### config.mk
export PLATFORM = sky130hd
export DESIGN_NAME = kbd_bus_if
export DESIGN_NICKNAME = d
export VERILOG_FILES = /design/src/rtl/kbd_pkg.sv /design/src/rtl/kbd_addr_match.sv /design/src/rtl/kbd_hold.sv /design/src/rtl/kbd_drive.sv /design/src/rtl/kbd_bus_if.sv
export SDC_FILE = /design/constraint.sdc
export NUM_CORES = 1
export LEC_CHECK = 0
export ABC_CLOCK_PERIOD_IN_PS = 2400
export CORE_AREA = 3 3 40 42
export CTS_BUF_LIST = sky130_fd_sc_hd__clkbuf_8
export CTS_CLUSTER_SIZE = 8
export DETAILED_ROUTE_END_ITERATION = 7
export DIE_AREA = 0 0 43 45
export PLACE_DENSITY = 0.87
export RECOVER_POWER = 100
export SKIP_CTS_REPAIR_TIMING = 1
export SLEW_MARGIN = 15
export SYNTH_ARGS = -nofsm -noshare
export SYNTH_HDL_FRONTEND = slang
export SYNTH_SLANG_ARGS = --single-unit
### constraint.sdc
create_clock -name clk -period 2.4 [get_ports clk]
set_input_delay 0.36 -clock clk [delete_from_list [all_inputs] [get_ports clk]]
set_output_delay 0.36 -clock clk [all_outputs]
set_load 0.05 [all_outputs]
### src/rtl/kbd_pkg.sv
package kbd_pkg;
  localparam int FN_W = 3;

  typedef struct packed {
    logic rd;
    logic clr;
    logic tst;
  } kbd_fn_t;

  function automatic kbd_fn_t fn_gate(input logic hit, input logic [FN_W-1:0] iop);
    kbd_fn_t f;
    f.tst = hit & iop[0];
    f.clr = hit & iop[1];
    f.rd  = hit & iop[2];
    return f;
  endfunction
endpackage

### src/rtl/kbd_addr_match.sv
module kbd_addr_match #(
  parameter int ADDR_W = 6,
  parameter logic [ADDR_W-1:0] DEV_ADDR = 6'o03
) (
  input  logic [ADDR_W-1:0] addr_i,
  output logic              hit_o
);
  always_comb hit_o = (addr_i == DEV_ADDR);
endmodule

### src/rtl/kbd_hold.sv
module kbd_hold #(
  parameter int CHAR_W = 7
) (
  input  logic              clk,
  input  logic              rst_n,
  input  logic              key_stb_i,
  input  logic [CHAR_W-1:0] key_code_i,
  input  logic              clr_evt_i,
  output logic              ready_o,
  output logic [CHAR_W-1:0] char_o
);
  always_ff @(posedge clk) begin
    if (!rst_n) begin
      ready_o <= 1'b0;
      char_o  <= '0;
    end else if (key_stb_i) begin
      ready_o <= 1'b1;
      char_o  <= key_code_i;
    end else if (clr_evt_i) begin
      ready_o <= 1'b0;
    end
  end

  assert_key_loads_R3: assert property (@(posedge clk) disable iff (!rst_n)
    key_stb_i |=> (ready_o && char_o == $past(key_code_i)));
  assert_clear_drops_flag_R5: assert property (@(posedge clk) disable iff (!rst_n)
    (clr_evt_i && !key_stb_i) |=> !ready_o);
  assert_key_beats_clear_R8: assert property (@(posedge clk) disable iff (!rst_n)
    (clr_evt_i && key_stb_i) |=> ready_o);
  assert_char_holds_R6: assert property (@(posedge clk) disable iff (!rst_n)
    !key_stb_i |=> $stable(char_o));
endmodule

### src/rtl/kbd_drive.sv
module kbd_drive #(
  parameter int CHAR_W = 7,
  parameter int DATA_W = 12
) (
  input  logic               clk,
  input  logic               rst_n,
  input  kbd_pkg::kbd_fn_t   fn_i,
  input  logic               ready_i,
  input  logic [CHAR_W-1:0]  char_i,
  output logic               skip_o,
  output logic               clr_o,
  output logic [DATA_W-1:0]  data_o
);
  localparam int PAD_W = DATA_W - CHAR_W;

  always_comb begin
    skip_o = fn_i.tst & ready_i;
    clr_o  = fn_i.clr;
    data_o = fn_i.rd ? {{PAD_W{1'b0}}, char_i} : '0;
  end

  assert_skip_only_when_ready_R4: assert property (@(posedge clk) disable iff (!rst_n)
    skip_o |-> (ready_i && fn_i.tst));
  assert_upper_lines_low_R6: assert property (@(posedge clk) disable iff (!rst_n)
    data_o[DATA_W-1:CHAR_W] == '0);
  assert_quiet_without_fn_R9: assert property (@(posedge clk) disable iff (!rst_n)
    (fn_i == '0) |-> (!skip_o && !clr_o && data_o == '0));
endmodule

### src/rtl/kbd_bus_if.sv
module kbd_bus_if #(
  parameter int ADDR_W = 6,
  parameter logic [ADDR_W-1:0] DEV_ADDR = 6'o03,
  parameter int CHAR_W = 7,
  parameter int DATA_W = 12
) (
  input  logic                     clk,
  input  logic                     rst_n,
  input  logic                     key_strobe,
  input  logic [CHAR_W-1:0]        key_code,
  input  logic [ADDR_W-1:0]        bus_addr,
  input  logic [kbd_pkg::FN_W-1:0] iop_i,
  output logic                     skip_o,
  output logic                     clr_ac_o,
  output logic [DATA_W-1:0]        data_in_o
);
  logic              hit;
  kbd_pkg::kbd_fn_t  fn;
  logic              ready;
  logic [CHAR_W-1:0] chr;

  kbd_addr_match #(.ADDR_W(ADDR_W), .DEV_ADDR(DEV_ADDR)) u_match (
    .addr_i(bus_addr), .hit_o(hit));

  always_comb fn = kbd_pkg::fn_gate(hit, iop_i);

  kbd_hold #(.CHAR_W(CHAR_W)) u_hold (
    .clk(clk), .rst_n(rst_n), .key_stb_i(key_strobe), .key_code_i(key_code),
    .clr_evt_i(fn.clr), .ready_o(ready), .char_o(chr));

  kbd_drive #(.CHAR_W(CHAR_W), .DATA_W(DATA_W)) u_drive (
    .clk(clk), .rst_n(rst_n), .fn_i(fn), .ready_i(ready), .char_i(chr),
    .skip_o(skip_o), .clr_o(clr_ac_o), .data_o(data_in_o));

  assert_foreign_addr_silent_R2: assert property (@(posedge clk) disable iff (!rst_n)
    (bus_addr != DEV_ADDR) |-> (!skip_o && !clr_ac_o && data_in_o == '0));
  assert_foreign_keeps_flag_R2: assert property (@(posedge clk) disable iff (!rst_n)
    (bus_addr != DEV_ADDR && !key_strobe) |=> (ready == $past(ready)));
  assert_clear_line_R5: assert property (@(posedge clk) disable iff (!rst_n)
    (bus_addr == DEV_ADDR && iop_i[1]) |-> clr_ac_o);
endmodule

After elaboration in Yosys (flattened, before gate mapping)
Index checks and enable logic that the tools add are counted.
{ "totals": {"reg_bits": 8, "latchBits": 0, "ramBits": 0, "rom_bits": 0, "in_bits": 19, "word_cells": 11, "n_memories": 0} }
{ "op_classes": {"n_addsub": 0, "n_mul": 0, "div": 0, "n_lt_le_gt_ge": 0, "n_eq_ne": 1, "n_shift": 0, "n_mux": 3, "bitwise_logic": 4, "n_reduce_logical": 1} }
{ "ops": {"columns": ["op", "n"], "rows": [
  ["7-bit two-way mux", 1],
  ["6-bit by 2-bit == test with 1-bit output, second input constant", 1],
  ["1-bit bitwise AND", 4],
  ["1-bit two-way mux", 2],
  ["2-bit nonzero test", 1]
]} }

Depth between registers and ports, before layout
{ "depth": {"depth_word": 4, "ltp_mapped": 3, "ltp_nobuf": 2} }

Cells and area by module
From an unflattened synthesis, not the netlist that was laid out.
{ "hier_totals": {"cells_unflattened": 45, "area_unflattened_um2": 429.2} }
{ "modules_own_cells": {"columns": ["mod", "instances", "cells_per_inst", "area_per_inst_um2", "seq_area_each_um2"], "rows": [
  ["kbd_hold", 1, 25, 299.0, 160.2],
  ["kbd_drive", 1, 15, 98.8, 0.0],
  ["kbd_bus_if", 1, 3, 18.8, 0.0],
  ["kbd_addr_match", 1, 2, 12.5, 0.0]
]} }

Worst setup path before layout
Ideal clock, no wire load.
{ "synth_path": {"path_type": "input port to output port", "start": "input port bus_addr[3]", "end": "output port data_in_o[2]", "arrival_time_ns": 2.522, "required_time_ns": 2.040, "path_slack_ns": -0.482, "stages": 3, "path_cell_list": "or4_4 > buf_6 > nor4_1"} }
{ "synth_between": {"elab_chain_cells": 3} }
{ "synth_lines": {"columns": ["item", "line_no", "rtl"], "rows": [
  ["start: declaration", "kbd_bus_if.sv:11", "input logic [ADDR_W-1:0] bus_addr,"],
  ["6-bit by 2-bit == test with 1-bit output", "kbd_addr_match.sv:8", "always_comb hit_o = (addr_i == DEV_ADDR);"],
  ["1-bit bitwise AND", "kbd_pkg.sv:14", "f.rd = hit & iop[2];"],
  ["7-bit two-way mux", "kbd_drive.sv:19", "data_o = fn_i.rd ? {{PAD_W{1'b0}}, char_i} : '0;"],
  ["end: declaration", "kbd_bus_if.sv:15", "output logic [DATA_W-1:0] data_in_o"]
]} }
No other way between the ends.

Worst setup path in the final report
{ "layout_path": {"start": "input port bus_addr[3]", "end": "output port skip_o"} }
{ "layout_between": {"elab_chain_cells": 3} }
{ "layout_lines": {"columns": ["item", "line_no", "rtl"], "rows": [
  ["6-bit by 2-bit == test with 1-bit output", "kbd_addr_match.sv:8", null],
  ["1-bit bitwise AND", "kbd_pkg.sv:12", "f.tst = hit & iop[0];"],
  ["1-bit bitwise AND", "kbd_drive.sv:17", "skip_o = fn_i.tst & ready_i;"],
  ["end: declaration", "kbd_bus_if.sv:13", "output logic skip_o,"]
]} }
No other way between the ends.

==> results.json <==
{
  "status": "completed",
  "r2r.worst_path.cells": 1,
  "drive_gt1_share_pct": 18.8,
  "final_util_pct": 65.0,
  "grt_pass1_vias": 491,
  "muxShareOfSynthArea_pct": 15.5,
  "clock_latency_ps": 230,
  "leakage_nw": 0.334,
  "die_area_sq_um": 1940,
  "async_flop_share_pct": 0,
  "ys_top_cells_by_area": "dfxtp_1 35%, mux2i_1 16%, nor2b_1 9.7%",
  "rr_endpoint": "u_hold.ready_o$_SDFFE_PN0P_",
  "yosys_warnings": 0,
  "finalMaxSlewViolations": 0,
  "fin_worst_skew_ps": 0,
  "wl_per_cell_um": 13.0,
  "drc": 0,
  "holdWs_ps": 522,
  "synth_compound_area_share_pct": 2.49,
  "rsz0062_at_grt": "no",
  "crit_path_top_delay_cell": "or4_4",
  "pre_cts_ws_ps": 37.4,
  "layout.nets": 106,
  "synth_area_per_cell_sq_um": 8.52,
  "cp-startpoint": "bus_addr[3]",
  "synth_most_common_cell": "dfxtp_1",
  "worstSetupEndpointType": "output pin",
  "synth_common_cells": "8 x dfxtp_1, 7 x mux2i_1, 7 x nand2_1, 7 x nor2b_1, 6 x nor3_1",
  "drt_iter0_drc": 3,
  "yosys.area.top_type": "dfxtp_1",
  "cp_num_buf_inv": 2,
  "gr-usage-all-layers_pct": 15.6,
  "crit_end": "skip_o",
  "max-clock-path-buffers": 2,
  "fmax_mhz": 421,
  "synth_edf_count": 0,
  "synth-xor-area-share_pct": 0,
  "cp_top_family": "simple AND/OR/NAND/NOR gates",
  "drt-vias-per-instance": 4.81,
  "use_met3_pct": 6.77,
  "cellPowerDensity_nw_per_um2": 470,
  "met1_usage_pct": 15.2,
  "cts_buffers": 3,
  "antenna_found_initial": 0,
  "synth_top_area_share_pct": 35.5,
  "crit_chain": "clkdlybuf4s50_1 -> or4_4 -> nor3_1 -> clkdlybuf4s15_2",
  "ys_ff_latch": 8,
  "finalHoldViolCount": 0,
  "post-dp-hpwl_mm": 1.02,
  "fin_crit_ps": 2380,
  "fp.dieW_um": 43,
  "first_pass_iters": 3,
  "critPathLaunchType": "primary input",
  "vias": 481,
  "yosysSeqAreaShare_pct": 35.5,
  "cts-root-buf": "clkbuf_8",
  "grt_first_pass_wirelength_mm": 2.20,
  "reg2reg_slack_ps": 1730,
  "area_growth_pct": 85.0,
  "grt_busiest_layer": "met2",
  "ios": 33,
  "clk_pin_slew_ps": 40,
  "slowest_delay_ps": 610,
  "synthesis.area_sq_um": 452,
  "synthDistinctLibCells": 16,
  "fp.coreArea_sq_um": 1280,
  "clkSinkCount": 8,
  "ant_nets": 0,
  "gp_congestion": 0.708,
  "synth-adder-area-share_pct": 0,
  "fin_setup_tns_ps": 0,
  "critPathArrivalTime_ps": 2020,
  "rows": 13,
  "synth_simple_gate_area_share_pct": 31.3,
  "ir_worst_vdd_mv": 0.360,
  "setup_viol": 0,
  "synth_top_family_by_area": "simple AND/OR/NAND/NOR gates",
  "syn_inst": 53,
  "routed_wirelength_mm": 1.30,
  "synthFlopType": "dfxtp_1",
  "die-height_um": 45,
  "required_ps": 2040,
  "grt_max_degree": 11,
  "grt_use_met2_pct": 28.4,
  "hp-class": "flop to flop",
  "overflow": 0,
  "cts_tree": "yes",
  "htreeDepth": 1,
  "fin_ws_ps": 23.2,
  "cap_viol_max_count": 0,
  "worstPathMaxFanout": 10,
  "r2r-start": "u_hold.ready_o$_SDFFE_PN0P_",
  "worst-path-stages": 4,
  "n_antenna_cell": 0,
  "post_dp_cell_area_sq_um": 830,
  "min_period_over_period_pct": 99.0,
  "critPathKind": "primary input to output pin",
  "io_buffers": 27,
  "final_cell_area_sq_um": 836,
  "start_util_pct": 35.2
}
-- worst min path at each step --
stage / from / endpoint / slack (ps) / depth (start not counted)
final: u_hold.char_o[4]$_SDFFE_PN0P_ / u_hold.char_o[4]$_SDFFE_PN0P_ / 520 / 2
after global routing: u_hold.char_o[0]$_SDFFE_PN0P_ / u_hold.char_o[0]$_SDFFE_PN0P_ / 540 / 2
after CTS: u_hold.char_o[4]$_SDFFE_PN0P_ / u_hold.char_o[4]$_SDFFE_PN0P_ / 530 / 2
after detailed placement: u_hold.char_o[4]$_SDFFE_PN0P_ / u_hold.char_o[4]$_SDFFE_PN0P_ / 520 / 2
after global placement: u_hold.char_o[6]$_SDFFE_PN0P_ / u_hold.char_o[6]$_SDFFE_PN0P_ / 500 / 2
after floorplan: u_hold.char_o[0]$_SDFFE_PN0P_ / u_hold.char_o[0]$_SDFFE_PN0P_ / 480 / 2
-- flip-flops by register name, indices dropped and copies added (netlist names) --
| signal | count |
|---|---|
| u_hold.char_o | 7 |
| u_hold.ready_o | 1 |
-- report_power, final --
part           total (mW)  leakage [nW]  internal, mW  switching (mW)
clock               0.169        0.0216         0.109          0.0597
sequential          0.146        0.0662         0.142         0.00424
combinational      0.0776         0.247        0.0386          0.0391
-- logic make-up (layout without fill, tap and decap cells) --
kind of cell | Yosys count | count (layout)
buf+inv | 10 | 38
compound gates | 1 | 1
mux | 7 | 7
simple gates | 26 | 26
other cells | 1 | 5
flops | 8 | 8
-- stage by stage --
step | std cells | power, mW
floorplan | 57 | 0.195
global placement | 97 | 0.224
detailed placement | 97 | 0.226
CTS | 100 | 0.397
global route | 100 | 0.410
finish | 100 | 0.392
-- layer usage --
metal / vias to the layer above / share of wire, %
met4: 0 / 1.6
met1: 219 / 36
met3: 4 / 9.8
met5: - / 0
li1: 235 / -
met2: 23 / 53
-- cell type report --
class,instances,area [sq um]
inverter,3,11.3
sequential,8,160
multi-input combinational,39,241
tap,15,18.8
fill,107,449
timing repair buffer,32,363
clock buffer,3,41.3
-- layout by cell type (no fill, tap or decap), drive strengths merged --
cell type      count
clkdlybuf4s50     17
buf                9
dfxtp              8
nand2              7
mux2i              7
nor2b              7
clkbuf             7
nor3               6
conb               5
inv                3
nor4               2
or4                1
nand3              1
nor2               1
nand4b             1
o221a              1
dlygate4sd3        1
clkdlybuf4s15      1
No activity file was read; power rests on OpenSTA's default activity.
